[src/rtl/modem_line_pkg.sv]
package modem_line_pkg;
  localparam int NUM_LINES = 4;
  localparam int MCR_BITS  = 5;

  // control register bit positions
  localparam int C_DTR  = 0;
  localparam int C_RTS  = 1;
  localparam int C_OUT1 = 2;
  localparam int C_OUT2 = 3;
  localparam int C_LOOP = 4;

  // line indices (also delta bit positions)
  localparam int L_CTS = 0;
  localparam int L_DSR = 1;
  localparam int L_RI  = 2;
  localparam int L_DCD = 3;

  typedef logic [NUM_LINES-1:0] line_vec_t;

  // carrier detect and data-set-ready held high outside loopback
  localparam line_vec_t IDLE_LINES = 4'b1010;
endpackage

[src/rtl/mcr_reg.sv]
module mcr_reg
  import modem_line_pkg::*;
(
  input  logic                clk,
  input  logic                rst,
  input  logic                we,
  input  logic [7:0]          wdata,
  output logic [MCR_BITS-1:0] mcr_q
);
  always_ff @(posedge clk) begin
    if (rst)     mcr_q <= '0;
    else if (we) mcr_q <= wdata[MCR_BITS-1:0];
  end

  p_mcr_keep_r2: assert property (@(posedge clk) disable iff (rst)
    we |=> (mcr_q == $past(wdata[MCR_BITS-1:0])));
endmodule

[src/rtl/line_mapper.sv]
module line_mapper
  import modem_line_pkg::*;
(
  input  logic [MCR_BITS-1:0] mcr_val,
  output line_vec_t           lines
);
  line_vec_t loop_lines;

  always_comb begin
    loop_lines        = '0;
    loop_lines[L_CTS] = mcr_val[C_RTS];
    loop_lines[L_DSR] = mcr_val[C_DTR];
    loop_lines[L_RI]  = mcr_val[C_OUT1];
    loop_lines[L_DCD] = mcr_val[C_OUT2];
    lines = mcr_val[C_LOOP] ? loop_lines : IDLE_LINES;
  end
endmodule

[src/rtl/delta_tracker.sv]
module delta_tracker
  import modem_line_pkg::*;
(
  input  logic      clk,
  input  logic      rst,
  input  logic      upd,
  input  line_vec_t old_lines,
  input  line_vec_t new_lines,
  input  logic      clr,
  output line_vec_t delta_q,
  output logic      pend_q
);
  line_vec_t hit;
  line_vec_t d_nxt;

  for (genvar gi = 0; gi < NUM_LINES; gi++) begin : g_line
    if (gi == L_RI) begin : g_trail
      assign hit[gi] = upd & old_lines[gi] & ~new_lines[gi];
    end else begin : g_any
      assign hit[gi] = upd & (old_lines[gi] ^ new_lines[gi]);
    end
  end

  assign d_nxt = (clr ? '0 : delta_q) | hit;

  always_ff @(posedge clk) begin
    if (rst) begin
      delta_q <= '0;
      pend_q  <= 1'b0;
    end else begin
      delta_q <= d_nxt;
      pend_q  <= |d_nxt;
    end
  end

  p_sticky_r7: assert property (@(posedge clk) disable iff (rst)
    !clr |=> ((delta_q & $past(delta_q)) == $past(delta_q)));
endmodule

[src/rtl/modem_line_status.sv]
module modem_line_status
  import modem_line_pkg::*;
#(
  parameter int                ADDR_W   = 3,
  parameter logic [ADDR_W-1:0] MCR_ADDR = ADDR_W'(4),
  parameter logic [ADDR_W-1:0] MSR_ADDR = ADDR_W'(6)
) (
  input  logic              clk,
  input  logic              rst,
  input  logic              wr_en,
  input  logic              rd_en,
  input  logic [ADDR_W-1:0] addr,
  input  logic [7:0]        wdata,
  output logic [7:0]        rdata,
  output logic [7:0]        mcr_out,
  output logic [7:0]        msr_out,
  output logic              delta_pend
);
  localparam int PAD_W = 8 - MCR_BITS;

  logic                mcr_we;
  logic                msr_rd;
  logic [MCR_BITS-1:0] mcr_q;
  line_vec_t           lines_q;
  line_vec_t           lines_nxt;
  line_vec_t           delta_q;

  assign mcr_we = wr_en && (addr == MCR_ADDR);
  assign msr_rd = rd_en && (addr == MSR_ADDR);

  mcr_reg u_mcr (
    .clk   (clk),
    .rst   (rst),
    .we    (mcr_we),
    .wdata (wdata),
    .mcr_q (mcr_q)
  );

  line_mapper u_map (
    .mcr_val (wdata[MCR_BITS-1:0]),
    .lines   (lines_nxt)
  );

  always_ff @(posedge clk) begin
    if (rst)         lines_q <= IDLE_LINES;
    else if (mcr_we) lines_q <= lines_nxt;
  end

  delta_tracker u_delta (
    .clk       (clk),
    .rst       (rst),
    .upd       (mcr_we),
    .old_lines (lines_q),
    .new_lines (lines_nxt),
    .clr       (msr_rd),
    .delta_q   (delta_q),
    .pend_q    (delta_pend)
  );

  assign mcr_out = {{PAD_W{1'b0}}, mcr_q};
  assign msr_out = {lines_q, delta_q};

  always_ff @(posedge clk) begin
    if (rst) begin
      rdata <= '0;
    end else if (rd_en) begin
      if (addr == MCR_ADDR)      rdata <= mcr_out;
      else if (addr == MSR_ADDR) rdata <= msr_out;
      else                       rdata <= '0;
    end
  end

  p_pend_r10: assert property (@(posedge clk) disable iff (rst)
    delta_pend == (msr_out[3:0] != 4'h0));
  p_clear_r8: assert property (@(posedge clk) disable iff (rst)
    msr_rd |=> (msr_out[3:0] == 4'h0) && (msr_out[7:4] == $past(msr_out[7:4])));
  p_msr_wr_r9: assert property (@(posedge clk) disable iff (rst)
    (wr_en && addr == MSR_ADDR && !rd_en) |=> $stable(msr_out));
  p_idle_r4: assert property (@(posedge clk) disable iff (rst)
    !mcr_out[4] |-> (msr_out[7:4] == 4'b1010));
  p_loop_r3: assert property (@(posedge clk) disable iff (rst)
    mcr_out[4] |-> (msr_out[7:4] == {mcr_out[3], mcr_out[2], mcr_out[0], mcr_out[1]}));
  p_ring_edge_r6: assert property (@(posedge clk) disable iff (rst)
    $rose(msr_out[2]) |-> ($past(msr_out[6]) && !msr_out[6]));
  p_upper_zero_r2: assert property (@(posedge clk) disable iff (rst)
    mcr_out[7:5] == 3'b000);
endmodule

[config.mk]
export PLATFORM = sky130hd
export DESIGN_NAME = modem_line_status
export DESIGN_NICKNAME = d
export VERILOG_FILES = /design/src/rtl/modem_line_pkg.sv /design/src/rtl/mcr_reg.sv /design/src/rtl/line_mapper.sv /design/src/rtl/delta_tracker.sv /design/src/rtl/modem_line_status.sv
export SDC_FILE = /design/constraint.sdc
export NUM_CORES = 1
export LEC_CHECK = 0
export BUFFER_PORTS_ARGS = -buffer_cell sky130_fd_sc_hd__clkbuf_2
export CAP_MARGIN = 30
export CORE_MARGIN = 2
export CORE_UTILIZATION = 38
export DETAILED_ROUTE_END_ITERATION = 10
export PLACE_DENSITY = 0.66
export SLEW_MARGIN = 20
export SYNTH_ARGS = -nofsm -noshare
export SYNTH_HDL_FRONTEND = slang
export SYNTH_SLANG_ARGS = --single-unit
[constraint.sdc]
create_clock -name clk -period 1.9 [get_ports clk]
set_input_delay 0.38 -clock clk [delete_from_list [all_inputs] [get_ports clk]]
set_output_delay 0.38 -clock clk [all_outputs]
set_load 0.01 [all_outputs]
==> reports/results.ini <==
[status]
status = completed

[timing]
rsz0062_at_grt = false
period_minus_slack_ps = 1258
hold_viol = 0
finalCritPeriodShare_pct = 66.22
fmax_mhz = 794.8
fin_skew_ps = 0.9690
setup_slack_ps = 641.8
setup_violations = 0
slew_viol_final = 0
fin_setup_tns_ps = 0

[drt]
drcViolationCount = 0
ant_nets = 0
totalWireLength_um = 2055
drtIter0Drc = 30
wire_per_inst_um = 13.43
dr_total_vias = 803
via_per_inst = 5.248
drt_pass1_iterations = 4

[power]
cellLeakagePower_uw = 0.0004765
p_sw_uw = 180.6
internal_power_uw = 571.0
swShare_pct = 24.02
power.density_nw_per_um2 = 693.7
comb_power_share_pct = 9.9
power_frac_clock_pct = 27.0
peakVddDrop_uv = 466.5
power_uw = 751.6
p_seq_share_pct = 63.1

[floorplan]
die_area_um2 = 2830
rows = 17
initial_utilization_pct = 40.79
boundaryPins = 40
fp.dieW_um = 53.20
design.core.area_um2 = 2255
die_height_um = 53.20

[setup_path]
crit_chain = clkbuf_2
crit_path_end_kind = output pin
critPathBufInv = 1
worst-r2r-cell-count = 3
cp-start-kind = register
crit_slowest_cell = dfxtp_1
critPathMaxFanout = 3
worstSetupEndpoint = msr_out[0]
slowest_delay_ps = 420
crit_cells = 1
timing.rr.end = u_delta.pend_q
worstPathArrival_ps = 880
cp.required_ps = 1520
rrSetupSlack_ps = 940
cp-startpoint = u_delta.delta_q[0]
critical_path_class = reg2out
r2r-start = lines_q[0]
path_delay_family = flip-flops

[placed_design]
place.gp.congestion = 0.7228
dp_hpwl_um = 1524
placed_cells = 150
port_buffers = 33
pre_cts_ws_ps = 418.2

[logic_synthesis]
synth_top_area_cell = dfxtp_1
synth_most_common_cell = dfxtp_1
avgSynthCellArea_um2 = 9.680
post_synth_inst_count = 95
netlist_area_um2 = 919.6
synth.top_cells.by_count = dfxtp_1 (22), nand2_1 (15), nor2_1 (14), a21oi_1 (7), a222oi_1 (5)
synth_top_area_share_pct = 47.89
yosysWarnings = 0
seq_area_frac_synth_pct = 47.89
synth-edff-count = 0
yosys_register_bits = 22
synth.distinct_cells = 26
ys_top_cells_by_area = dfxtp_1 (48%), nand2_1 (6.1%), nor2_1 (5.7%), a222oi_1 (5.4%), a21oi_1 (3.8%)
synth_ff_type = dfxtp_1
synthArstFlopShare_pct = 0

[global_route]
grt_most_used_layer = met2
track_usage_pct = 16.02
gr-total-overflow = 0
grt_util_met3_pct = 4.237
grt_max_degree = 23
grt_pass1_wl_um = 3243
use_met2_pct = 24.58
antenna_found_initial = 0
grt_use_met1_pct = 21.57
grt_pass1_vias = 745

[worst_hold_path]
hp-class = in2reg

[cts]
postCtsSetupRepairBufs = 0
clk_path_buf_depth = 2
insertion_delay_ps = 300
holdBufCountCts = 0
cts_buffers = 3
cts.sinks = 22
clkTransAtPathRegs_ps = 110
clockRootBuffer = clkbuf_4
cts_tree = yes
post_cts_resized = 0
cts_max_level = 1

[cells_and_area]
syn_to_final_growth_pct = 17.82
drive_gt1_share_pct = 35.20
nets = 142
diodes = 0
fin_cells = 153
finalCoreUtilization_pct = 48.06

[run]
drv_cap = 0

## worst min-delay path by stage
| stage | start | to | depth (start not counted) |
|---|---|---|---|
| finish | wdata[3] | u_mcr.mcr_q[3] | 3 |
| global route | wdata[3] | u_mcr.mcr_q[3] | 3 |
| CTS | wdata[3] | u_mcr.mcr_q[3] | 3 |
| detailed placement | u_mcr.mcr_q[2] | u_mcr.mcr_q[2] | 2 |
| global placement | u_mcr.mcr_q[3] | u_mcr.mcr_q[3] | 2 |
| floorplan | rst | lines_q[1] | 1 |
## tightest hold or removal path, stage by stage
cell and delay (ps):
clkbuf_2 90, nand2_1 50, a21oi_1 50
## area by class of cell
cell class | instances | area, um2
clock buffer | 3 | 22.52
tap | 28 | 35.03
multi-input combinational | 66 | 416.7
fill | 249 | 1171
timing repair buffer | 33 | 165.2
sequential | 22 | 440.4
inverter | 1 | 3.754
## layer usage
metal,routed length (um),share of wire (%),up-vias
met5,0,0,-
met4,0,0,0
met3,191,9.3,0
met2,934,45,38
met1,930,45,373
li1,-,-,392
## cells by family after synthesis
group                  after synthesis  synth area share, %
flip-flops                          22                47.89
buffers and inverters                9                7.618
AND/OR/NAND/NOR                     38                19.86
other                                1               0.4078
AO/OA/AOI/OAI                       22                21.36
XOR/XNOR                             3                2.858
## stage by stage
stage               cell area [um2]  hold slack, ps
floorplan                     927.1           474.4
finish                         1084           306.4
global route                   1084           310.3
detailed placement             1061           473.6
global placement               1061           457.3
CTS                            1084           298.7
## sequential cells by signal, indices dropped and copies added, names as in the netlist
signal / cells
u_mcr.mcr_q: 5
rdata: 8
lines_q: 4
u_delta.delta_q: 4
u_delta.pend_q: 1
## cell usage in the layout, fill, tap and decap left out, types with 3 or more instances in the layout
cell      synthesis  final
a222oi_1          5      5
conb_1            1      3
a22oi_1           3      3
nor2_1           14     14
xnor2_1           3      3
a21oi_1           7      7
nand2_1          15     15
dfxtp_1          22     22
clkbuf_2          0     33
clkbuf_4          0      3
## power groups by stage
stage          clock, uW  combinational [uW]  sequential [uW]
4_1_cts              210                74.3              474
6_report             203                74.3              474
2_1_floorplan          0                47.2              488
5_1_grt              233                81.9              476
3_3_place_gp           0                72.3              485
3_5_place_dp           0                74.1              485
Power figures use the tool's default switching activity.
